==> config.mk <==
export PLATFORM = sky130hd
export DESIGN_NAME = burst_dma_wr
export DESIGN_NICKNAME = d
export VERILOG_FILES = /design/src/rtl/burst_dma_wr.sv
export SDC_FILE = /design/constraint.sdc
export NUM_CORES = 1
export LEC_CHECK = 0
export ABC_AREA = 1
export BUFFER_PORTS_ARGS = -buffer_cell sky130_fd_sc_hd__buf_2
export CAP_MARGIN = 20
export CORE_MARGIN = 3
export CORE_UTILIZATION = 56
export DETAILED_ROUTE_END_ITERATION = 12
export GPL_TIMING_DRIVEN = 0
export PLACE_DENSITY = 0.89
export SETUP_SLACK_MARGIN = 0.1
export SLEW_MARGIN = 30
export SYNTH_ARGS = -nofsm -noshare
export SYNTH_HDL_FRONTEND = slang
export SYNTH_SLANG_ARGS = --single-unit
==> constraint.sdc <==
create_clock -name clk -period 5.27 [get_ports clk]
set_input_delay 1.054 -clock clk [delete_from_list [all_inputs] [get_ports clk]]
set_output_delay 1.054 -clock clk [all_outputs]
set_load 0.02 [all_outputs]
==> src/rtl/burst_dma_wr.sv <==
module burst_dma_wr #(
  parameter int AW    = 32,
  parameter int DW    = 32,
  parameter int LEN_W = 4,
  parameter int GAP   = 2,
  parameter logic [DW/8-1:0] CMD_WR = 4'b0111
) (
  input  logic            clk,
  input  logic            rst_n,
  input  logic            gnt,
  input  logic            req_valid,
  output logic            req_ready,
  input  logic [AW-1:0]   req_addr,
  input  logic [LEN_W-1:0] req_len,
  input  logic [DW-1:0]   dat_in,
  output logic            dat_pop,
  output logic            done,
  output logic            cyc_n,
  output logic            mst_rdy_n,
  input  logic            tgt_rdy_n,
  input  logic            tgt_claim_n,
  input  logic            tgt_stop_n,
  output logic            ad_oe,
  output logic [AW-1:0]   bus_ad,
  output logic [DW/8-1:0] bus_cmd_n
);
  localparam int CNT_W = LEN_W + 1;
  localparam int GAP_W = (GAP > 1) ? $clog2(GAP) : 1;
  localparam logic [AW-1:0] STEP = AW'(DW / 8);

  typedef enum logic [1:0] {S_IDLE, S_ADDR, S_DATA, S_GAP} st_t;

  st_t              st;
  logic [AW-1:0]    addr;
  logic [CNT_W-1:0] left;
  logic [GAP_W-1:0] gap_cnt;

  logic in_addr, in_data, last, xfer, fin, disc, take;

  assign in_addr = (st == S_ADDR);
  assign in_data = (st == S_DATA);
  assign last    = (left == CNT_W'(1));
  assign xfer    = in_data && !tgt_rdy_n;
  assign fin     = xfer && last;
  assign disc    = in_data && !tgt_stop_n && !tgt_claim_n && !fin;

  assign req_ready = gnt && ((st == S_IDLE) || fin);
  assign take      = req_valid && req_ready;

  assign cyc_n     = !(in_addr || (in_data && !last));
  assign mst_rdy_n = !in_data;
  assign ad_oe     = in_addr || in_data;
  assign bus_ad    = in_addr ? addr : (in_data ? AW'(dat_in) : '0);
  assign bus_cmd_n = in_addr ? CMD_WR : '0;
  assign dat_pop   = xfer;
  assign done      = fin;

  always_ff @(posedge clk or negedge rst_n) begin
    if (!rst_n) begin
      st      <= S_IDLE;
      addr    <= '0;
      left    <= '0;
      gap_cnt <= '0;
    end else begin
      case (st)
        S_IDLE: begin
          if (take) begin
            addr <= req_addr;
            left <= CNT_W'(req_len) + CNT_W'(1);
            st   <= S_ADDR;
          end
        end
        S_ADDR: st <= S_DATA;
        S_DATA: begin
          if (xfer) begin
            addr <= addr + STEP;
            left <= left - CNT_W'(1);
          end
          if (fin) begin
            if (take) begin
              addr <= req_addr;
              left <= CNT_W'(req_len) + CNT_W'(1);
              st   <= S_ADDR;
            end else begin
              st <= S_IDLE;
            end
          end else if (disc) begin
            gap_cnt <= GAP_W'(GAP - 1);
            st      <= S_GAP;
          end
        end
        default: begin
          if (gap_cnt != '0)
            gap_cnt <= gap_cnt - GAP_W'(1);
          else if (gnt)
            st <= S_ADDR;
        end
      endcase
    end
  end
endmodule

==> results.toml <==
[timing]
post-route-min-period_ps = 3730
max_slew_margin = 0.592
rsz0062_at_grt = "false"
fmax_mhz = 268
max_slew.worst_pin.slew_ps = 609
finalCritPeriodShare = 0.707
hold_viol = 0
final-setup-viol-count = 0
fin_worst_skew_ps = 6.25
finalSetupTns_ps = 0
maxSlewViolCount = 0

[worst_setup_path]
r2r_end = "addr[16]$_DFFE_PN0P_"
endpoint_kind = "output pin"
crit_path_frequent_cell = "clkbuf_1"
crit_buf_inv = 4
r2r-start = "st[0]$_DFFE_PN0P_"
reg2reg_depth = 13
worstPathArrival_ps = 2670
cp_cell_sequence = "inv_1 > ha_1 > clkbuf_1 > clkbuf_1 > nand3_1 > o21ai_0 > buf_2"
required_ps = 4220
slowest_delay_ps = 510
path_depth = 7
path_class = "flip-flop to output pin"
critPathTopFamily = "buffers and inverters"
crit_fanout = 10
startpoint_type = "flip-flop"
reg2reg_slack_ps = 3020
endpoint = "bus_ad[20]"
cp_slowest_cell = "clkbuf_1"
crit_start = "st[0]$_DFFE_PN0P_"

[floorplan]
die_x_um = 86.0
die_h_um = 86.0
die_area_um2 = 7390
io-pin-count = 117
rows = 28
core-area_um2 = 6060
initial_core_util = 0.591

[logic_synthesis]
yosysTopAreaCell = "dfrtp_1"
syn-cell-area_um2 = 3580
synth_cell_types = 27
synth_warnings = 0
syn-instance-count = 612
ys_ff_latch = 40
yosysTopAreaCellShare = 0.279
synth_area_per_cell_um2 = 5.85
syn-num-nets = 694
ys_seq_area_frac = 0.279
yosys-top-cells-area = "dfrtp_1 28%, nand2_1 26%, nand3_1 13%"

[drt]
drt.antenna.violating_nets = 0
routedWlPerCell_um = 13.9
routed_wl_mm = 11.3
viasPerCell = 5.48
first_iter_violations = 311
vias = 4438
dr.pass1.iters = 6
drc = 0

[global_route]
grt_use_total = 0.308
grt_overflow_total = 0
antenna_found_initial = 0
grt_max_degree = 41
grt_pass1_wl_mm = 18.4
grt_pass1_vias = 4177

[final_layout]
stdcell_area_um2 = 4340
nets = 816
most-common-layout-cells = "244 x nand2_1, 120 x buf_2, 92 x nand3_1, 78 x inv_1"
drive_gt1_frac = 0.192
area_growth_syn_to_layout_pct = 21.3
antennaDiodeCount = 0
final_common_cell = "nand2_1"

[clock_network]
cts_sinks = 40
root_buffer = "clkbuf_8"
cts_buffers = 5
cts_setup_buffers = 0
clk_pin_slew_ps = 80
cts_tree = "done"
clockBufferDepth = 2
ctsResizeCount = 0
cts-hold-fix-buffers = 0
h-tree-depth = 2
insertion_delay_ps = 310

[pwr]
ir_drop_uv = 356
p_per_area_nw_per_um2 = 530
netSwitchingFraction = 0.551
combinationalPowerShare = 0.624
p_int_mw = 1.03
power.switching_mw = 1.27
total_power_mw = 2.30
leakagePower_nw = 2.47
pwr-share-seq = 0.278
clkPwrFrac = 0.098

[hold_path]
hold_class = "flip-flop to flip-flop"

[place]
routabilityCongestion = 0.949
hpwl_mm = 8.65
placed_area_um2 = 4250
io_buffers = 115

[job]
cap_violations = 0

[outcome]
status = "finished clean"
## registers in the layout (all words and copies together) (netlist names)
| name | count |
|---|---|
| gap_cnt | 1 |
| left | 5 |
| addr | 32 |
| st | 2 |
## worst min-delay path by stage
| stage | start | to | slack, ps | cells past startpoint |
|---|---|---|---|---|
| floorplan | addr[0]$_DFFE_PN0P_ | addr[0]$_DFFE_PN0P_ | 440 | 2 |
| detailed placement | addr[0]$_DFFE_PN0P_ | addr[0]$_DFFE_PN0P_ | 470 | 2 |
| global placement | addr[0]$_DFFE_PN0P_ | addr[0]$_DFFE_PN0P_ | 470 | 2 |
| finish | addr[0]$_DFFE_PN0P_ | addr[0]$_DFFE_PN0P_ | 490 | 2 |
| global route | addr[0]$_DFFE_PN0P_ | addr[0]$_DFFE_PN0P_ | 530 | 2 |
| CTS | addr[0]$_DFFE_PN0P_ | addr[0]$_DFFE_PN0P_ | 490 | 2 |
## worst register-to-register path: cells and delay by family (launching register included)
family / cells / cell delay [ps]
flops: 1 / 410
fa+ha+maj: 1 / 280
buf+inv: 4 / 550
simple gates: 8 / 920
## metrics by stage
stage	hold slack, ps	setup slack [ps]	cells	util
floorplan	442	2570	612	-
global placement	465	2030	802	0.701
detailed placement	475	1960	802	0.701
CTS	492	1610	810	0.716
global route	530	1390	810	0.717
finish	493	1540	810	0.717
## final cells by class
| cell class | count | area, um2 |
|---|---|---|
| inverters | 80 | 300 |
| well taps | 75 | 93.8 |
| repair buffers | 115 | 578 |
| fillers | 527 | 1720 |
| flip-flops and latches | 40 | 1000 |
| plain buffers | 29 | 146 |
| multi-input cells | 463 | 2130 |
| clock buffers | 8 | 90.1 |
## power by group through the flow
stage	Sequential [mW]	Combinational, mW	Clock, mW
after floorplan	0.585	1.02	0
after global placement	0.624	1.36	0
after detailed placement	0.632	1.42	0
after CTS	0.629	1.42	0.222
after global routing	0.659	1.59	0.234
final	0.639	1.44	0.226
## kinds of logic after synthesis
group	share of synthesized area
compound gates	0.0524
xor+xnor	0.0513
fa+ha+maj	0.0244
buf+inv	0.125
flops	0.279
other cells	0.00105
simple gates	0.467
## routing by layer
layer	global-route usage	wire, um
met5	0	0
met4	0.118	269
met3	0.0615	1150
met2	0.519	5400
met1	0.388	4450
## synthesized netlist by cell type
| cell | instances |
|---|---|
| nand2_1 | 244 |
| nand3_1 | 92 |
| inv_1 | 78 |
| dfrtp_1 | 40 |
| nor2_1 | 40 |
| o21ai_0 | 30 |
| clkbuf_1 | 16 |
| xor2_1 | 16 |
| nand4_1 | 9 |
| ha_1 | 7 |
| a21oi_1 | 6 |
| buf_2 | 6 |
| buf_4 | 6 |
| xnor2_1 | 5 |
| nor3_1 | 3 |
| nand2_2 | 2 |
| nand3b_1 | 2 |
| buf_6 | 1 |
| clkinv_1 | 1 |
| conb_1 | 1 |
| inv_2 | 1 |
| nand3_2 | 1 |
| nand4_2 | 1 |
| nor2_2 | 1 |
| nor2_4 | 1 |
| nor4_1 | 1 |
| o211ai_1 | 1 |
(Power assumes the default switching activity.)
